## config.mk

```make
export PLATFORM = sky130hd
export DESIGN_NAME = accw_top
export DESIGN_NICKNAME = d
export VERILOG_FILES = /design/src/rtl/accw_pkg.sv /design/src/rtl/accw_accum.sv /design/src/rtl/accw_cnt.sv /design/src/rtl/accw_fsm.sv /design/src/rtl/accw_top.sv
export SDC_FILE = /design/constraint.sdc
export NUM_CORES = 1
export LEC_CHECK = 0
export BUFFER_PORTS_ARGS = -buffer_cell sky130_fd_sc_hd__buf_2
export CAP_MARGIN = 15
export CORE_UTILIZATION = 25
export CTS_BUF_LIST = sky130_fd_sc_hd__clkbuf_2
export CTS_CLUSTER_DIAMETER = 40
export DETAILED_ROUTE_END_ITERATION = 7
export PLACE_DENSITY = 0.4
export SYNTH_ARGS = -nofsm -noshare
export SYNTH_HDL_FRONTEND = slang
export SYNTH_SLANG_ARGS = --single-unit
```

## constraint.sdc

```tcl
create_clock -name clk_i -period 3.2 [get_ports clk_i]
set_input_delay 0.32 -clock clk_i [delete_from_list [all_inputs] [get_ports clk_i]]
set_output_delay 0.32 -clock clk_i [all_outputs]
set_load 0.01 [all_outputs]
```

## src/rtl/accw_pkg.sv

```systemverilog
package accw_pkg;
  typedef enum logic [1:0] {
    ST_IDLE = 2'd0,
    ST_LOOP = 2'd1,
    ST_WAIT = 2'd2,
    ST_DONE = 2'd3
  } accw_state_e;
endpackage

```

## src/rtl/accw_accum.sv

```systemverilog
module accw_accum #(
  parameter int unsigned WIDTH  = 16,
  parameter int unsigned THRESH = 100
) (
  input  logic             clk_i,
  input  logic             rst_ni,
  input  logic             load_init_i,
  input  logic [WIDTH-1:0] a_init_i,
  input  logic             ld_acc_i,
  input  logic [WIDTH-1:0] b_i,
  output logic [WIDTH-1:0] acc_o,
  output logic             over_o
);
  localparam logic [WIDTH-1:0] THR_W = WIDTH'(THRESH);

  logic [WIDTH:0]   sum_ext;
  logic [WIDTH-1:0] sum_sat;

  assign sum_ext = {1'b0, acc_o} + {1'b0, b_i};
  // saturate instead of wrapping so the threshold test cannot be skipped
  assign sum_sat = sum_ext[WIDTH] ? {WIDTH{1'b1}} : sum_ext[WIDTH-1:0];
  assign over_o  = acc_o > THR_W;

  always_ff @(posedge clk_i or negedge rst_ni) begin
    if (!rst_ni)          acc_o <= '0;
    else if (load_init_i) acc_o <= a_init_i;
    else if (ld_acc_i)    acc_o <= sum_sat;
  end
endmodule

```

## src/rtl/accw_cnt.sv

```systemverilog
module accw_cnt #(
  parameter int unsigned WAIT_N = 4,
  localparam int unsigned CW    = (WAIT_N < 1) ? 1 : $clog2(WAIT_N + 1)
) (
  input  logic          clk_i,
  input  logic          rst_ni,
  input  logic          ld_i,
  input  logic          dn_i,
  output logic [CW-1:0] cnt_o,
  output logic          zero_o
);
  assign zero_o = (cnt_o == '0);

  always_ff @(posedge clk_i or negedge rst_ni) begin
    if (!rst_ni)              cnt_o <= '0;
    else if (ld_i)            cnt_o <= CW'(WAIT_N);
    else if (dn_i && !zero_o) cnt_o <= cnt_o - 1'b1;
  end
endmodule

```

## src/rtl/accw_fsm.sv

```systemverilog
module accw_fsm
  import accw_pkg::*;
(
  input  logic        clk_i,
  input  logic        rst_ni,
  input  logic        start_i,
  input  logic        over_i,
  input  logic        cnt_zero_i,
  output accw_state_e state_o,
  output logic        load_init_o,
  output logic        ld_acc_o,
  output logic        ld_cnt_o,
  output logic        cnt_dn_o,
  output logic        done_o
);
  accw_state_e state_d;

  always_comb begin
    load_init_o = 1'b0;
    ld_acc_o    = 1'b0;
    ld_cnt_o    = 1'b0;
    cnt_dn_o    = 1'b0;
    state_d     = state_o;
    unique case (state_o)
      ST_IDLE, ST_DONE: begin
        if (start_i) begin
          load_init_o = 1'b1;
          state_d     = ST_LOOP;
        end
      end
      ST_LOOP: begin
        if (over_i) begin
          ld_cnt_o = 1'b1;
          state_d  = ST_WAIT;
        end else begin
          ld_acc_o = 1'b1;
        end
      end
      ST_WAIT: begin
        cnt_dn_o = 1'b1;
        if (cnt_zero_i) state_d = ST_DONE;
      end
      default: state_d = ST_IDLE;
    endcase
  end

  always_ff @(posedge clk_i or negedge rst_ni) begin
    if (!rst_ni) state_o <= ST_IDLE;
    else         state_o <= state_d;
  end

  assign done_o = (state_o == ST_DONE);
endmodule

```

## src/rtl/accw_top.sv

```systemverilog
module accw_top
  import accw_pkg::*;
#(
  parameter int unsigned WIDTH  = 16,
  parameter int unsigned THRESH = 100,
  parameter int unsigned WAIT_N = 4
) (
  input  logic             clk_i,
  input  logic             rst_ni,
  input  logic             start_i,
  input  logic [WIDTH-1:0] a_init_i,
  input  logic [WIDTH-1:0] b_i,
  input  logic [WIDTH-1:0] d_i,
  output logic [WIDTH-1:0] x_o,
  output logic             done_o
);
  localparam int unsigned CW = (WAIT_N < 1) ? 1 : $clog2(WAIT_N + 1);

  accw_state_e      state;
  logic             load_init, ld_acc, ld_cnt, cnt_dn, over, cnt_zero;
  logic [WIDTH-1:0] acc;
  logic [CW-1:0]    cnt;

  accw_fsm u_fsm (
    .clk_i      (clk_i),
    .rst_ni     (rst_ni),
    .start_i    (start_i),
    .over_i     (over),
    .cnt_zero_i (cnt_zero),
    .state_o    (state),
    .load_init_o(load_init),
    .ld_acc_o   (ld_acc),
    .ld_cnt_o   (ld_cnt),
    .cnt_dn_o   (cnt_dn),
    .done_o     (done_o)
  );

  accw_accum #(.WIDTH(WIDTH), .THRESH(THRESH)) u_acc (
    .clk_i      (clk_i),
    .rst_ni     (rst_ni),
    .load_init_i(load_init),
    .a_init_i   (a_init_i),
    .ld_acc_i   (ld_acc),
    .b_i        (b_i),
    .acc_o      (acc),
    .over_o     (over)
  );

  accw_cnt #(.WAIT_N(WAIT_N)) u_cnt (
    .clk_i (clk_i),
    .rst_ni(rst_ni),
    .ld_i  (ld_cnt),
    .dn_i  (cnt_dn),
    .cnt_o (cnt),
    .zero_o(cnt_zero)
  );

  // downstream function, given WAIT_N+1 cycles to settle
  assign x_o = acc + d_i;
endmodule

```

==> flow_metrics.env, run 1 <==
export IMPL_status="finished clean"
export IMPL_maxCapViolCount=0
export IMPL_period_minus_slack_ns=2.98
export IMPL_cp_max_fo=3
export IMPL_grt_pass1_vias=2527
export IMPL_placed_cells=523
export IMPL_peakVddDrop_uv=320
export IMPL_fillers=1107
export IMPL_place_congestion=0.833
export IMPL_rows=37
export IMPL_ff2ff_setup_slack_ns=0.41
export IMPL_die_x_um=105
export IMPL_fin_tns_setup_ns=0
export IMPL_hpwl_mm=6.27
export IMPL_postSynthAreaPerCell_um2=8.21
export IMPL_drc_errors=0
export IMPL_period_share_pct=93.2
export IMPL_ys_types=59
export IMPL_cp_data_required_time_ns=2.88
export IMPL_rr_endpoint="u_acc.acc_o[14]"
export IMPL_netlist_area_um2=2660
export IMPL_setup_viol=0
export IMPL_fin_cells=529
export IMPL_synth_top_area_share_pct=19.8
export IMPL_hold_path_class="input port to flip-flop"
export IMPL_critPathKind="flip-flop to output pin"
export IMPL_rsz0062_at_grt="no"
export IMPL_die_h_um=105
export IMPL_pwr_density_cell_nw_per_um2=998
export IMPL_p_leak_nw=1.49
export IMPL_hold_start="a_init_i[3]"
export IMPL_ys_seq_area_share_pct=19.8
export IMPL_crit_path_start_kind="flip-flop"
export IMPL_first_iter_violations=83
export IMPL_grt_pass1_wl_mm=12.5
export IMPL_track_usage_pct=14.2
export IMPL_endpoint_kind="output pin"
export IMPL_numCtsBuffers=3
export IMPL_synth_area_top_cells="dfrtp_1 20%, ha_1 17%, a21oi_1 5.8%"
export IMPL_cts_buffer_depth=2
export IMPL_r2r_cells=9
export IMPL_final_nets=484
export IMPL_ctsHtreeMaxLevel=1
export IMPL_portBuffers=67
export IMPL_initial_core_util_pct=25.8
export IMPL_antenna_found_initial=0
export IMPL_grt_max_degree=22
export IMPL_synth_area_leader_cell="dfrtp_1"
export IMPL_ys_flop_type="dfrtp_1"
export IMPL_ant_nets=0
export IMPL_max_freq_mhz=335
export IMPL_cp_arrival_ns=2.66
export IMPL_core_area_um2=10300
export IMPL_grt_ovfl_total=0
export IMPL_tightest_slew_ns=0.742
export IMPL_hold_depth=3
export IMPL_vias_per_cell=4.90
export IMPL_clock_latency_ns=0.37
export IMPL_root_buffer="clkbuf_2"
export IMPL_fin_skew_ns=0.00480
export IMPL_slew_limit_headroom_pct=49.9
export IMPL_via_count=2592
export IMPL_worst_setup_hold_path_clk_slew_ns=0.25
export IMPL_drive_gt1_share_pct=23.7
export IMPL_routedWlPerCell_um=14.6
export IMPL_cts_num_sinks=21
export IMPL_layout_commonest_cell="buf_2"
export IMPL_wirelength_mm=7.74
export IMPL_layout_common_cells="67 x buf_2, 37 x ha_1, 30 x a21oi_1, 28 x nor2_1, 28 x o21ai_0"
export IMPL_r2r_start="u_acc.acc_o[0]"
export IMPL_diodes=0
export IMPL_maxSlewViolCount=0
export IMPL_synthToLayoutAreaGrowth_pct=20.2
export IMPL_detail_route_first_pass_iterations=4
export IMPL_pin_count=68
export IMPL_async_flop_share_pct=100
export IMPL_synth_seq_cells=21
export IMPL_synth_edf_count=0
export IMPL_yosysWarnings=0
export IMPL_synth_nets=414
export IMPL_die_area_um2=11100
export IMPL_cts_tree="yes"
export IMPL_whs_endpoint="u_acc.acc_o[3]"
export IMPL_finalHoldViolCount=0
export IMPL_synth_cells=324
timing repair:
item,in CTS,in global routing
gates resized for setup,0,2
hold buffers,1,0
endpoints found under the setup margin,0,4
setup buffers,0,1
hold endpoints to repair,21,0
cells by family (layout without fill, tap and decap cells):
family	after synthesis	in the layout	synth area share (%)
compound gates	113	113	27.6
simple gates	99	99	20.1
fa+ha+maj	39	39	18.9
xor+xnor	26	26	8.56
buf+inv	22	91	3.53
flops	21	21	19.8
mux	4	4	1.51
critical path, stage by stage, from the launching register on:
cell      delay [ns]
dfrtp_1         0.43
ha_1            0.23
fa_2            0.36
a21o_1          0.18
a21oi_2         0.17
nor2b_1         0.08
o311ai_1        0.27
buf_4           0.18
a311oi_1        0.09
xor2_1          0.15
buf_2           0.15
worst max path at each step:
stage / startpoint / to / slack [ns] / cells past startpoint
floorplan: u_acc.acc_o[0] / x_o[12] / 0.72 / 8
global placement: b_i[0] / u_acc.acc_o[14] / 0.54 / 9
detailed placement: b_i[0] / u_acc.acc_o[14] / 0.47 / 9
CTS: u_acc.acc_o[0] / x_o[12] / 0.03 / 10
global route: u_acc.acc_o[0] / x_o[14] / 0.0006 / 10
finish: u_acc.acc_o[0] / x_o[12] / 0.22 / 10
stage by stage:
step	instance area (µm²)	hold slack, ns	worst slack [ns]	power, mW	utilization, %
2_1_floorplan	2660	0.0244	0.717	2.37	-
3_3_place_gp	3150	0.348	0.537	3.08	30.5
3_5_place_dp	3150	0.351	0.472	3.07	30.5
4_1_cts	3180	0.135	0.0305	3.22	30.8
5_1_grt	3200	0.137	0.000643	3.55	31.0
6_report	3200	0.145	0.218	3.19	31.0
where the power goes:
part           switching, mW  total (mW)  internal, mW
Combinational           1.38        2.50          1.11
Clock                  0.103       0.132        0.0283
Sequential             0.171       0.562         0.391
Total                   1.66        3.19          1.53
sequential cells by signal, indices dropped and copies added (netlist names):
signal,cells
u_cnt.cnt_o,3
u_fsm.state_o,2
u_acc.acc_o,16
layer usage:
layer	vias to the layer above	track usage, %	wire length, µm
met5	-	0	0
met4	0	3.02	74
met3	7	1.62	205
met2	39	24.3	3620
met1	1196	19.0	3830
li1	1350	-	-
layout make-up:
class / instances / area [µm²] / area share, %
Clock inverter: 1 / 5.00 / 0.157
Multi-Input combinational cell: 281 / 2050 / 64.0
Sequential cell: 21 / 526 / 16.4
Clock buffer: 3 / 15.0 / 0.470
Inverter: 14 / 52.6 / 1.64
Tap cell: 136 / 170 / 5.32
Timing Repair Buffer: 73 / 383 / 12.0
Yosys cell counts, types with 3 or more instances:
master,instances
a211oi_1,5
a21o_1,12
a21oi_1,31
and2_1,3
buf_2,3
clkbuf_1,4
dfrtp_1,21
ha_1,37
inv_1,14
mux2i_1,4
nand2_1,19
nand2b_1,4
nand3_1,8
nand3b_1,3
nor2_1,28
nor2b_1,3
nor3_1,9
o211ai_1,4
o21ai_0,28
o21bai_1,4
o31ai_1,3
or3_2,5
xnor2_1,15
xor2_1,11
Power figures use the tool's default switching activity.
==> inputs of run 2 (changes only) <==
- PLACE_DENSITY: 0.4 -> 0.41
- clock period: 3.2 -> 2.68 ns (I/O delays scaled with it)
==> run 2 against run 1 <==
The flow now finishes with violations (setup timing). Worst hold slack got worse by 0.052 ns. Die area stayed put. Register-to-register slack got worse by 0.45 ns. Cell count up 3.8%. Critical path type unchanged. Critical endpoint is now x_o[14].
==> flow_metrics.env, run 2 (synthesis gave the netlist of run 1 again) <==
export IMPL_finalHoldViolCount=0
export IMPL_fin_area_um2=3490
export IMPL_drive_gt1_share_pct=32.9
export IMPL_max_freq_mhz=357
export IMPL_cts_buffer_depth=2
export IMPL_die_h_um=105
export IMPL_numCtsBuffers=3
export IMPL_slowest_delay_ns=0.47
export IMPL_p_comb_share_pct=80.7
export IMPL_worst_setup_hold_path_clk_slew_ns=0.25
export IMPL_vias_per_cell=4.87
export IMPL_ant_nets=0
export IMPL_portBuffers=67
export IMPL_final_nets=504
export IMPL_place_congestion=0.829
export IMPL_routedWlPerCell_um=14.7
export IMPL_grt_max_degree=22
export IMPL_grt_ovfl_total=0
export IMPL_cts_num_sinks=21
export IMPL_slew_limit_headroom_pct=60.4
export IMPL_antenna_found_initial=0
export IMPL_root_buffer="clkbuf_2"
export IMPL_layout_common_cells="68 x buf_2, 31 x ha_1, 28 x a21oi_1, 27 x o21ai_0, 27 x nor2_1"
export IMPL_fin_tns_setup_ns=-0.397
export IMPL_pwr_density_cell_nw_per_um2=1210
export IMPL_cp_cell_sequence="ha_4 > fa_2 > a21o_1 > a21oi_2 > nor2b_2 > o311ai_2 > buf_4 > a31oi_1 > xor2_1 > buf_2"
export IMPL_top_regs="u_acc.acc_o (16), u_cnt.cnt_o (3), u_fsm.state_o (2)"
export IMPL_clock_latency_ns=0.36
export IMPL_layout_commonest_cell="buf_2"
export IMPL_track_usage_pct=14.8
export IMPL_violations="setup timing"
export IMPL_die_area_um2=11100
export IMPL_wirelength_mm=8.09
export IMPL_period_minus_slack_ns=2.80
export IMPL_regMostFlops="u_acc.acc_o"
export IMPL_detail_route_first_pass_iterations=4
export IMPL_maxSlewViolCount=0
export IMPL_setup_viol=6
export IMPL_crit_path_start_kind="flip-flop"
export IMPL_status="finished, violations left"
export IMPL_initial_core_util_pct=25.8
export IMPL_via_count=2673
export IMPL_endpoint_kind="output pin"
export IMPL_largest_reg_flops=16
export IMPL_pwr_share_seq_pct=15.6
export IMPL_ctsHtreeMaxLevel=1
export IMPL_period_share_pct=104
export IMPL_tightest_slew_ns=0.592
export IMPL_p_leak_nw=1.59
export IMPL_cp_arrival_ns=2.53
export IMPL_cp_max_fo=3
export IMPL_core_area_um2=10300
export IMPL_peakVddDrop_uv=403
export IMPL_crit_buf_inv=2
export IMPL_power_mw=4.20
export IMPL_internal_power_mw=2.10
export IMPL_clock_power_share_pct=3.7
export IMPL_rows=37
export IMPL_maxCapViolCount=0
export IMPL_pin_count=68
export IMPL_hold_path_class="input port to flip-flop"
export IMPL_cts_tree="yes"
export IMPL_hpwl_mm=6.28
export IMPL_switching_share_pct=50.2
export IMPL_cp_data_required_time_ns=2.41
export IMPL_die_x_um=105
export IMPL_cpMaxStageDelayCell="dfrtp_1"
export IMPL_worst_path_dominant_cell_family="compound AO/OA/AOI/OAI gates"
export IMPL_synthToLayoutAreaGrowth_pct=31.2
export IMPL_rsz0062_at_grt="yes"
export IMPL_diodes=0
export IMPL_drc_errors=0
export IMPL_grt_pass1_wl_mm=13.0
export IMPL_place_area_um2=3190
export IMPL_first_iter_violations=73
export IMPL_critPathKind="flip-flop to output pin"
export IMPL_worst_slack_ns=-0.118
export IMPL_p_switching_mw=2.11
export IMPL_fin_skew_ns=0.00368
export IMPL_grt_pass1_vias=2661
## run 2: changes by cell type in the layout (fill, tap and decap cells not counted), moves of 4 or more
| cell | change |
|---|---|
| buf_4 | +17 |
| dfrtp_1 | -4 |
| dfrtp_2 | +4 |
| ha_1 | -6 |
| ha_4 | +5 |
## run 2: layout make-up
| class | count | area (µm²) |
|---|---|---|
| Clock buffer | 3 | 15.0 |
| Multi-Input combinational cell | 281 | 2180 |
| Fill cell | 1094 | 6840 |
| Sequential cell | 21 | 531 |
| Inverter | 14 | 52.6 |
| Clock inverter | 1 | 5.00 |
| Tap cell | 136 | 170 |
| Timing Repair Buffer | 93 | 538 |
## run 2: power groups by stage
stage / Combinational, mW / Sequential [mW] / Clock (mW)
after floorplan: 2.22 / 0.605 / 0
after global placement: 3.04 / 0.682 / 0
after detailed placement: 3.03 / 0.686 / 0
after CTS: 3.25 / 0.653 / 0.176
after global routing: 3.79 / 0.680 / 0.182
final: 3.39 / 0.656 / 0.157
## run 2: worst paths after layout
kind / from / endpoint / slack [ns] / depth (start not counted)
max in group asynchronous: rst_ni / u_acc.acc_o[8] / 1.91 / 2
max: u_acc.acc_o[0] / x_o[14] / -0.12 / 10
min reg2reg: u_cnt.cnt_o[2] / u_cnt.cnt_o[2] / 0.52 / 1
min: a_init_i[2] / u_acc.acc_o[2] / 0.09 / 3
max reg2reg: u_acc.acc_o[0] / u_acc.acc_o[14] / -0.04 / 11
min in group asynchronous: rst_ni / u_acc.acc_o[0] / 0.39 / 2
## run 2: stage by stage
step	setup slack, ns	instances	util, %	hold slack, ns
6_report	-0.118	549	33.8	0.0934
5_1_grt	-0.288	549	33.8	0.0504
4_1_cts	-0.160	543	32.5	0.0588
3_5_place_dp	0.0700	528	30.9	0.289
3_3_place_gp	0.0718	528	30.9	0.286
2_1_floorplan	0.249	324	-	-0.0276
## run 2: what timing repair did
item	4_1_cts	5_1_grt
cloned	0	1
endpoints found under the hold margin	21	0
buffers inserted	10	5
gates resized for setup	15	18
pin swaps	4	7
hold buffers	1	0
endpoints found under the setup margin	10	11
## run 2: worst reg2reg max path, cell delays in order, from the launching register on
cell,delay (ns)
dfrtp_1,0.47
buf_4,0.15
buf_6,0.11
ha_4,0.16
fa_2,0.36
a211oi_2,0.27
buf_4,0.15
nor4b_1,0.05
a211oi_2,0.28
or4b_1,0.46
o211ai_1,0.11
a21oi_1,0.08
## run 2: metal layers
metal | vias to the layer above | global-route usage [%] | share of wire [%]
met2 | 38 | 25.9 | 48
li1 | 1381 | - | -
met5 | - | 0 | 0
met1 | 1252 | 19.3 | 48
met4 | 0 | 3.12 | 0.48
met3 | 2 | 1.81 | 2.9
==> inputs of run 3 (changes only) <==
- CELL_PAD_IN_SITES_DETAIL_PLACEMENT: unset -> 1
- CELL_PAD_IN_SITES_GLOBAL_PLACEMENT: unset -> 2
- PLACE_DENSITY: 0.41 -> unset
- PLACE_DENSITY_LB_ADDON: unset -> 0.1
==> run 3 against run 2 <==
The flow still finishes with violations (setup timing). Non-clock buffer count rose by 3. Critical path depth unchanged. First-iteration DRC count down 52%. Final area decreased by 0.79%. Die area unchanged. Flip-flop and latch count is the same. Register-to-register slack better by 0.14 ns. Clock-buffer cell count grew 1. Worst hold slack improved by 0.011 ns. Critical path type unchanged. Largest power group unchanged.
==> flow_metrics.env, run 3 (synthesis gave the netlist of run 1 again) <==
export IMPL_grt_pass1_wl_mm=14.2
export IMPL_final_nets=507
export IMPL_internal_power_mw=2.11
export IMPL_slowest_delay_ns=0.46
export IMPL_worst_setup_hold_path_clk_slew_ns=0.24
export IMPL_vias_per_cell=4.95
export IMPL_portBuffers=67
export IMPL_fin_area_um2=3460
export IMPL_layout_common_cells="67 x buf_2, 34 x ha_1, 29 x a21oi_1, 28 x nor2_1, 27 x o21ai_0"
export IMPL_slew_limit_headroom_pct=59.4
export IMPL_initial_core_util_pct=25.8
export IMPL_via_count=2735
export IMPL_core_area_um2=10300
export IMPL_rsz0062_at_grt="yes"
export IMPL_grtUsageMet2_pct=29.2
export IMPL_max_freq_mhz=357
export IMPL_place_area_um2=3220
export IMPL_wirelength_mm=8.75
export IMPL_endpoint_kind="output pin"
export IMPL_grt_busiest_layer="met2"
export IMPL_grt_ovfl_total=0
export IMPL_peakVddDrop_uv=414
export IMPL_cts_tree="yes"
export IMPL_die_area_um2=11100
export IMPL_cp_data_required_time_ns=2.41
export IMPL_maxCapViolCount=0
export IMPL_period_share_pct=104
export IMPL_fin_skew_ns=0.00996
export IMPL_first_iter_violations=35
export IMPL_die_h_um=105
export IMPL_track_usage_pct=16.2
export IMPL_grt_use_met3_pct=1.87
export IMPL_clock_power_share_pct=3.6
export IMPL_pre_cts_ws_ns=0.0737
export IMPL_antenna_found_initial=0
export IMPL_switching_share_pct=50.5
export IMPL_detail_route_first_pass_iterations=4
export IMPL_hpwl_mm=6.99
export IMPL_drc_errors=0
export IMPL_fin_hold_ws_ns=0.104
export IMPL_maxSlewViolCount=0
export IMPL_regMostFlops="u_acc.acc_o"
export IMPL_grt_pass1_vias=2801
export IMPL_period_minus_slack_ns=2.80
export IMPL_synthToLayoutAreaGrowth_pct=30.2
export IMPL_diodes=0
export IMPL_rows=37
export IMPL_cp_max_fo=3
export IMPL_ctsHtreeMaxLevel=1
export IMPL_fin_cells=552
export IMPL_hold_path_class="input port to flip-flop"
export IMPL_largest_reg_flops=16
export IMPL_pwr_density_cell_nw_per_um2=1230
export IMPL_p_leak_nw=1.61
export IMPL_routedWlPerCell_um=15.8
export IMPL_violations="setup timing"
export IMPL_worst_path_dominant_cell_family="compound AO/OA/AOI/OAI gates"
export IMPL_crit_buf_inv=2
export IMPL_cp_arrival_ns=2.53
export IMPL_cts_num_sinks=21
export IMPL_critPathKind="flip-flop to output pin"
export IMPL_p_comb_share_pct=81.3
export IMPL_clock_latency_ns=0.35
export IMPL_grt_max_degree=22
export IMPL_fin_tns_setup_ns=-0.358
export IMPL_placed_cells=532
export IMPL_worst_slack_ns=-0.118
export IMPL_setup_viol=4
export IMPL_fin_util_pct=33.5
export IMPL_power_mw=4.27
export IMPL_pin_count=68
export IMPL_pwr_share_seq_pct=15.1
export IMPL_root_buffer="clkbuf_2"
export IMPL_numCtsBuffers=3
export IMPL_top_regs="u_acc.acc_o (16), u_cnt.cnt_o (3), u_fsm.state_o (2)"
export IMPL_place_congestion=0.764
export IMPL_cp_cell_sequence="ha_4 > fa_2 > a21o_1 > a21oi_2 > nor2b_1 > o311ai_1 > buf_4 > a311oi_1 > xor2_1 > buf_2"
export IMPL_cts_buffer_depth=2
export IMPL_drive_gt1_share_pct=32.0
export IMPL_finalHoldViolCount=0
export IMPL_status="finished, violations left"
export IMPL_cpMaxStageDelayCell="dfrtp_1"
export IMPL_p_switching_mw=2.15
export IMPL_die_x_um=105
export IMPL_ant_nets=0
export IMPL_layout_commonest_cell="buf_2"
export IMPL_tightest_slew_ns=0.607
export IMPL_crit_path_start_kind="flip-flop"
export IMPL_grt_util_met1_pct=21.4
-- run 3: power by group through the flow --
stage / sequential, mW / clock (mW) / combinational, mW
6_report: 0.643 / 0.154 / 3.47
4_1_cts: 0.662 / 0.165 / 3.48
3_3_place_gp: 0.702 / 0 / 3.14
3_5_place_dp: 0.703 / 0 / 3.16
5_1_grt: 0.667 / 0.174 / 3.88
2_1_floorplan: 0.605 / 0 / 2.22
-- run 3: cell type report --
class                      instances  area [µm²]
fill                            1280        6860
sequential                        21         529
tap                              136         170
timing repair buffer              96         571
clock buffer                       4        20.0
inverter                          14        52.6
multi-input combinational        281        2120
-- run 3: tightest hold or removal path, delay by kind of cell --
family / cells / cell delay, ns
buf+inv: 1 / 0.07
compound gates: 1 / 0.05
simple gates: 1 / 0.03
-- run 3: worst paths after layout --
path                       cells after the start              end  slack (ns)           start
max                                           10          x_o[12]       -0.12  u_acc.acc_o[0]
min                                            3   u_acc.acc_o[2]        0.10     a_init_i[2]
max reg2reg                                   10  u_acc.acc_o[14]        0.10  u_acc.acc_o[0]
min reg2reg                                    1   u_cnt.cnt_o[2]        0.52  u_cnt.cnt_o[2]
max in group asynchronous                      2   u_acc.acc_o[8]        1.88          rst_ni
min in group asynchronous                      2   u_acc.acc_o[3]        0.41          rst_ni
-- run 3: what timing repair did --
| action | 4_1_cts | 5_1_grt |
|---|---|---|
| pin swaps | 4 | 5 |
| buffers inserted | 15 | 3 |
| hold endpoints to repair | 21 | 0 |
| hold buffers | 1 | 0 |
| setup endpoints to repair | 10 | 21 |
| resized for setup | 22 | 7 |
-- run 3: per-layer routing --
| metal | vias to the layer above | wire length, µm |
|---|---|---|
| met5 | - | 0 |
| met4 | 0 | 32 |
| met3 | 2 | 229 |
| met2 | 42 | 4300 |
| met1 | 1299 | 4190 |
| li1 | 1392 | - |
